==> src/rtl/fts_pkg.sv <==
package fts_pkg;
    typedef enum logic [2:0] {
        OP_ADD  = 3'd0,
        OP_SUB  = 3'd1,
        OP_MUL  = 3'd2,
        OP_DIV  = 3'd3,
        OP_ABS  = 3'd4,
        OP_SQRT = 3'd5
    } op_e;

    typedef enum logic [1:0] {
        K_FULL   = 2'd0,
        K_BYPASS = 2'd1,
        K_SIMPLE = 2'd2
    } kind_e;
endpackage

==> src/rtl/fts_fdecode.sv <==
module fts_fdecode #(
    parameter int EXP_W  = 8,
    parameter int FRAC_W = 23,
    localparam int W     = 1 + EXP_W + FRAC_W,
    localparam int BIAS  = (1 << (EXP_W - 1)) - 1
) (
    input  logic [W-1:0]             val,
    output logic                     zero,
    output logic                     special,
    output logic                     pow2,
    output logic                     sgn,
    output logic [EXP_W-1:0]         expo,
    output logic signed [EXP_W+1:0]  uexp
);
    logic frac_nz;
    logic exp_ones;
    logic exp_zero;

    always_comb begin
        sgn      = val[W-1];
        expo     = val[W-2:FRAC_W];
        frac_nz  = |val[FRAC_W-1:0];
        exp_ones = &expo;
        exp_zero = ~|expo;
        zero     = exp_zero && !frac_nz;
        special  = exp_ones || (exp_zero && frac_nz);
        pow2     = !frac_nz && !exp_zero && !exp_ones;
        uexp     = $signed({2'b00, expo}) - (EXP_W + 2)'(BIAS);
    end
endmodule

==> src/rtl/fts_classify.sv <==
module fts_classify
    import fts_pkg::*;
#(
    parameter int EXP_W  = 8,
    parameter int FRAC_W = 23,
    localparam int W     = 1 + EXP_W + FRAC_W,
    localparam int BIAS  = (1 << (EXP_W - 1)) - 1,
    localparam int EMAX  = (1 << EXP_W) - 1
) (
    input  op_e          op,
    input  logic [W-1:0] a,
    input  logic         av,
    input  logic [W-1:0] b,
    input  logic         bv,
    output logic         decided,
    output kind_e        kind,
    output logic [W-1:0] res
);
    logic [1:0][W-1:0]            opnd;
    logic [1:0]                   zr, sp, p2, sg;
    logic [1:0][EXP_W-1:0]        ex;
    logic [1:0][EXP_W+1:0]        ue;

    assign opnd[0] = a;
    assign opnd[1] = b;

    for (genvar gi = 0; gi < 2; gi++) begin : g_dec
        fts_fdecode #(.EXP_W(EXP_W), .FRAC_W(FRAC_W)) u_dec (
            .val(opnd[gi]), .zero(zr[gi]), .special(sp[gi]), .pow2(p2[gi]),
            .sgn(sg[gi]), .expo(ex[gi]), .uexp(ue[gi])
        );
    end

    localparam logic [W-1:0] ONE = {2'b00, {(EXP_W-1){1'b1}}, {FRAC_W{1'b0}}};

    logic signed [EXP_W+1:0] s_mul_b, s_mul_a, s_div, s_sqrt;
    logic                    both, sx;

    function automatic logic in_rng(input logic signed [EXP_W+1:0] e);
        return (e >= 1) && (e <= EMAX - 1);
    endfunction

    always_comb begin
        both    = av && bv;
        sx      = sg[0] ^ sg[1];
        s_mul_b = $signed({2'b00, ex[1]}) + $signed(ue[0]);
        s_mul_a = $signed({2'b00, ex[0]}) + $signed(ue[1]);
        s_div   = $signed({2'b00, ex[0]}) - $signed(ue[1]);
        s_sqrt  = ($signed(ue[0]) >>> 1) + (EXP_W + 2)'(BIAS);
        decided = 1'b0;
        kind    = K_FULL;
        res     = '0;
        unique case (op)
            OP_ADD: if (both) begin
                decided = 1'b1;
                if (sp[0] || sp[1]) begin
                end else if (zr[0] && zr[1]) begin
                    kind = K_BYPASS; res = {sg[0] & sg[1], {(W-1){1'b0}}};
                end else if (zr[1]) begin
                    kind = K_BYPASS; res = a;
                end else if (zr[0]) begin
                    kind = K_BYPASS; res = b;
                end
            end
            OP_SUB: if (both) begin
                decided = 1'b1;
                if (sp[0] || sp[1]) begin
                end else if (a == b) begin
                    kind = K_BYPASS; res = '0;
                end else if (zr[1]) begin
                    kind = K_BYPASS; res = a;
                end
            end
            OP_MUL: if (both) begin
                decided = 1'b1;
                if (sp[0] || sp[1]) begin
                end else if (zr[0] || zr[1]) begin
                    kind = K_BYPASS; res = {sx, {(W-1){1'b0}}};
                end else if (p2[0] && in_rng(s_mul_b)) begin
                    kind = K_SIMPLE; res = {sx, s_mul_b[EXP_W-1:0], b[FRAC_W-1:0]};
                end else if (p2[1] && in_rng(s_mul_a)) begin
                    kind = K_SIMPLE; res = {sx, s_mul_a[EXP_W-1:0], a[FRAC_W-1:0]};
                end
            end else if (av && zr[0] && !sp[0]) begin
                decided = 1'b1; kind = K_BYPASS; res = {sg[0], {(W-1){1'b0}}};
            end else if (bv && zr[1] && !sp[1]) begin
                decided = 1'b1; kind = K_BYPASS; res = {sg[1], {(W-1){1'b0}}};
            end
            OP_DIV: if (both) begin
                decided = 1'b1;
                if (sp[0] || sp[1] || zr[1]) begin
                end else if (zr[0]) begin
                    kind = K_BYPASS; res = {sx, {(W-1){1'b0}}};
                end else if (a == b) begin
                    kind = K_BYPASS; res = ONE;
                end else if (p2[1] && in_rng(s_div)) begin
                    kind = K_SIMPLE; res = {sx, s_div[EXP_W-1:0], a[FRAC_W-1:0]};
                end
            end else if (av && zr[0] && !sp[0]) begin
                decided = 1'b1; kind = K_BYPASS; res = {sg[0], {(W-1){1'b0}}};
            end
            OP_ABS: if (av) begin
                decided = 1'b1;
                if (!sp[0] && (zr[0] || !sg[0])) begin
                    kind = K_BYPASS; res = a;
                end
            end
            OP_SQRT: if (av) begin
                decided = 1'b1;
                if (sp[0]) begin
                end else if (zr[0]) begin
                    kind = K_BYPASS; res = a;
                end else if (p2[0] && !sg[0] && !ue[0][0]) begin
                    kind = K_SIMPLE; res = {1'b0, s_sqrt[EXP_W-1:0], {FRAC_W{1'b0}}};
                end
            end
            default: decided = 1'b1;
        endcase
    end
endmodule

==> src/rtl/fts_simplifier.sv <==
module fts_simplifier
    import fts_pkg::*;
#(
    parameter int EXP_W  = 8,
    parameter int FRAC_W = 23,
    localparam int W     = 1 + EXP_W + FRAC_W
) (
    input  logic         clk,
    input  logic         rst_n,
    input  logic         start,
    input  logic [2:0]   op,
    input  logic [W-1:0] opa,
    input  logic         opa_ok,
    input  logic [W-1:0] opb,
    input  logic         opb_ok,
    output logic         ready,
    output logic         res_vld,
    output logic [W-1:0] res,
    output logic [1:0]   kind
);
    typedef enum logic [1:0] {ST_IDLE, ST_HOLD, ST_EMIT} state_e;

    state_e       st, st_nx;
    op_e          op_r, v_op;
    logic [W-1:0] a_r, b_r, v_a, v_b, c_res;
    logic         ah, bh, v_av, v_bv, c_dec;
    kind_e        c_kind, kind_r;

    always_comb begin
        if (st == ST_IDLE) begin
            v_op = op_e'(op);
            v_a  = opa;  v_av = opa_ok;
            v_b  = opb;  v_bv = opb_ok;
        end else begin
            v_op = op_r;
            v_a  = ah ? a_r : opa;  v_av = ah || opa_ok;
            v_b  = bh ? b_r : opb;  v_bv = bh || opb_ok;
        end
    end

    fts_classify #(.EXP_W(EXP_W), .FRAC_W(FRAC_W)) u_cls (
        .op(v_op), .a(v_a), .av(v_av), .b(v_b), .bv(v_bv),
        .decided(c_dec), .kind(c_kind), .res(c_res)
    );

    always_comb begin
        st_nx = st;
        unique case (st)
            ST_IDLE: if (start) st_nx = c_dec ? ST_EMIT : ST_HOLD;
            ST_HOLD: if (c_dec) st_nx = ST_EMIT;
            ST_EMIT: st_nx = ST_IDLE;
            default: st_nx = ST_IDLE;
        endcase
    end

    always_ff @(posedge clk or negedge rst_n) begin
        if (!rst_n) st <= ST_IDLE;
        else        st <= st_nx;
    end

    always_ff @(posedge clk or negedge rst_n) begin
        if (!rst_n) begin
            op_r <= OP_ADD; a_r <= '0; b_r <= '0; ah <= 1'b0; bh <= 1'b0;
            res  <= '0;     kind_r <= K_FULL;
        end else begin
            if ((st == ST_IDLE && start) || st == ST_HOLD) begin
                op_r <= v_op;
                a_r  <= v_a;  ah <= v_av;
                b_r  <= v_b;  bh <= v_bv;
            end
            if (st_nx == ST_EMIT && st != ST_EMIT) begin
                res    <= c_res;
                kind_r <= c_kind;
            end
        end
    end

    always_comb begin
        ready   = (st == ST_IDLE);
        res_vld = (st == ST_EMIT);
        kind    = kind_r;
    end
endmodule

==> config.mk <==
export PLATFORM = sky130hd
export DESIGN_NAME = fts_simplifier
export DESIGN_NICKNAME = d
export VERILOG_FILES = /design/src/rtl/fts_pkg.sv /design/src/rtl/fts_fdecode.sv /design/src/rtl/fts_classify.sv /design/src/rtl/fts_simplifier.sv
export SDC_FILE = /design/constraint.sdc
export NUM_CORES = 1
export LEC_CHECK = 0
export ABC_AREA = 1
export ABC_CLOCK_PERIOD_IN_PS = 6100
export BUFFER_PORTS_ARGS = -buffer_cell sky130_fd_sc_hd__buf_4
export CAP_MARGIN = 20
export CORE_ASPECT_RATIO = 1.25
export CORE_MARGIN = 1
export CORE_UTILIZATION = 35
export CTS_CLUSTER_DIAMETER = 100
export CTS_CLUSTER_SIZE = 8
export DETAILED_ROUTE_END_ITERATION = 16
export PLACE_DENSITY = 0.55
export SETUP_SLACK_MARGIN = 0.3
export SYNTH_ARGS = -nofsm -noshare
export SYNTH_HDL_FRONTEND = slang
export SYNTH_SLANG_ARGS = --single-unit
==> constraint.sdc <==
create_clock -name clk -period 6.1 [get_ports clk]
set_input_delay 0.61 -clock clk [delete_from_list [all_inputs] [get_ports clk]]
set_output_delay 0.61 -clock clk [all_outputs]
set_load 0.05 [all_outputs]
==> flow_metrics.env <==
export IMPL_grt_pass1_wl_um=69790
export IMPL_drt_iter0_markers=1046
export IMPL_r2r_start="st[0]$_DFF_PN0_"
export IMPL_final_util_pct=40.47
export IMPL_place_gp_congestion=1.009
export IMPL_synthCells=1910
export IMPL_crit_type="reg2reg"
export IMPL_cts_sinks=105
export IMPL_fmax_ghz=0.1904
export IMPL_layout_commonest_cell="nand2_1"
export IMPL_worst_pin_slew_ns=0.9978
export IMPL_portBuffers=107
export IMPL_grt_pass1_vias=12100
export IMPL_fin_crit_ns=5.253
export IMPL_cp_common_cell="nand2_1"
export IMPL_cts_buffers=9
export IMPL_fin_nets=2100
export IMPL_p_leak_uw=0.006845
export IMPL_power_density_mw_per_mm2=535.3
export IMPL_clockBufferDepth=2
export IMPL_overflow=0
export IMPL_finalWirelength_um=45080
export IMPL_clk_pin_slew_ns=0.08
export IMPL_cp_required_ns=6.41
export IMPL_cp_slowest_cell="dfrtp_1"
export IMPL_grt_setup_unrepaired="no"
export IMPL_diodes=0
export IMPL_max_cap_violations=0
export IMPL_insertion_delay_ns=0.37
export IMPL_initial_core_util_pct=35.47
export IMPL_fillers=3494
export IMPL_core_area_mm2=0.03081
export IMPL_hold_buffers=0
export IMPL_die_height_um=199.6
export IMPL_track_usage_pct=28.91
export IMPL_r2r_end="res[19]$_DFFE_PN0P_"
export IMPL_arrival_ns=5.56
export IMPL_rrSetupSlack_ns=0.85
export IMPL_antenna_found_initial=0
export IMPL_start_kind="register"
export IMPL_yosysSeqAreaShare_pct=24.04
export IMPL_cpPeakStageDelay_ns=0.50
export IMPL_final_cell_mix="nand2_1 (862), inv_1 (202), nor2_1 (152)"
export IMPL_cts_root_buf="clkbuf_16"
export IMPL_cts_tree="yes"
export IMPL_ios=108
export IMPL_relSlewSlack_pct=33.48
export IMPL_place_hpwl_um=34990
export IMPL_path_max_fanout=31
export IMPL_synth_seq_cells=105
export IMPL_avgSynthCellArea_um2=5.722
export IMPL_mappedNetlistNets=2018
export IMPL_synthToLayoutAreaGrowth_pct=14.08
export IMPL_synth_warnings=0
export IMPL_setup_violations=0
export IMPL_die_area_mm2=0.03194
export IMPL_min_path_type="in2async"
export IMPL_vias=12570
export IMPL_htree_num_levels=3
export IMPL_vias_per_cell=5.228
export IMPL_grt_start_max_net_pins=87
export IMPL_first_pass_iters=11
export IMPL_drcViolationCount=2
export IMPL_drive_above_1_share_pct=11.52
export IMPL_slew_violations=0
export IMPL_hold_viol=0
export IMPL_peakVddDrop_v=0.0002729
export IMPL_routedWlPerCell_um=18.75
export IMPL_period_share_pct=86.12
export IMPL_cp_end_kind="register"
export IMPL_ant_nets=0
export IMPL_fin_setup_tns_ns=0
export IMPL_netlist_cell_type_count=39
export IMPL_die_width_um=160.1
export IMPL_skew_ns=0.01446
export IMPL_rr_worst_depth=25
export IMPL_holdWs_ns=0.1973
export IMPL_outcome="finished with violations"
export IMPL_fp_row_count=72
export IMPL_violations="DRC"
export IMPL_synth_area_mm2=0.01093
## metal layers
metal  share of wire, %  up-vias  wire (um)  track usage (%)
met4                6.9        0       3094            19.58
met1                 37     5810      16750            30.61
li1                   -     6190          -                -
met3                4.2      150       1888            2.844
met2                 52      418      23350            54.25
met5                  0        -          0                0
## worst max-delay path, delay by kind of cell (launching register included)
family                     cells  cell delay (ns)
DFF                            1             0.50
and+or+nand+nor               15             1.91
adders and majority gates      2             0.62
xor gates and xnor gates       1             0.33
buffers and inverters          4             0.80
AOI/OAI and AO/OA              3             1.01
## worst max path at each step
stage	slack, ns	from	end
4_1_cts	0.67	st[0]$_DFF_PN0_	res[16]$_DFFE_PN0P_
3_5_place_dp	0.71	st[0]$_DFF_PN0_	res[11]$_DFFE_PN0P_
6_report	0.85	st[0]$_DFF_PN0_	res[19]$_DFFE_PN0P_
2_1_floorplan	1.62	st[0]$_DFF_PN0_	res[13]$_DFFE_PN0P_
5_1_grt	0.33	st[0]$_DFF_PN0_	res[11]$_DFFE_PN0P_
3_3_place_gp	0.68	st[0]$_DFF_PN0_	res[8]$_DFFE_PN0P_
## power by group
group,internal [uW],switching (uW)
combinational,1330,3500
sequential,971,201
clock,367,303
total,2670,4000
## area by class of cell
class                      instances  area, um2  area share, %
timing repair buffer             142       1086          8.710
sequential                       105       2628          21.07
clock inverter                     6      97.59         0.7827
clock buffer                      10      229.0          1.836
inverter                         210      788.3          6.322
tap                              407      509.2          4.084
multi-input combinational       1524       7131          57.19
## logic make-up after synthesis
kind of cell,synth area share [%]
multiplexers,0.09159
XOR/XNOR,0.8816
AO/OA/AOI/OAI,9.605
buffers and inverters,10.84
adder cells (fa/ha/maj),4.327
AND/OR/NAND/NOR,50.21
flip-flops,24.04
## timing repair
item | in CTS | in global routing
buffers inserted | 0 | 0
gates resized for setup | 0 | 1
setup endpoints to repair | 0 | 23
hold endpoints to repair | 0 | 0
## registers in the layout (all words and copies together), names as in the netlist
register and flops:
b_r 32, st 2, a_r 32, res 32, ah 1, kind 2, bh 1, op_r 3
## per-stage QoR
stage | area (um2) | total power [uW] | setup slack, ns | std cells
final | 12470 | 6675 | 0.8470 | 2404
after global routing | 12470 | 7285 | 0.3277 | 2404
after CTS | 12470 | 6642 | 0.6677 | 2404
after detailed placement | 12140 | 5950 | 0.7053 | 2388
after global placement | 12110 | 5926 | 0.6830 | 2387
after floorplan | 10930 | 4440 | 1.624 | 1910
## synth_stat cells, drive strengths merged
cell    count  area share (%)
nand2     880              31
inv       210             7.2
nor2      169             6.7
nand3     139             6.5
o21ai     137             6.8
dfrtp     105              24
nand4      63             4.0
buf        40             2.6
ha         33             3.8
clkbuf     31             1.1
a21oi      23             1.2
o22ai      23             1.3
nand3b     13            0.89
nor3       13            0.74
or2         9            0.52
xor2        9            0.72
fa          3            0.55
o211ai      3            0.21
and2        2            0.11
o21a        2            0.14
xnor2       2            0.16
mux2i       1           0.092
No activity file was read; power rests on OpenSTA's default activity.
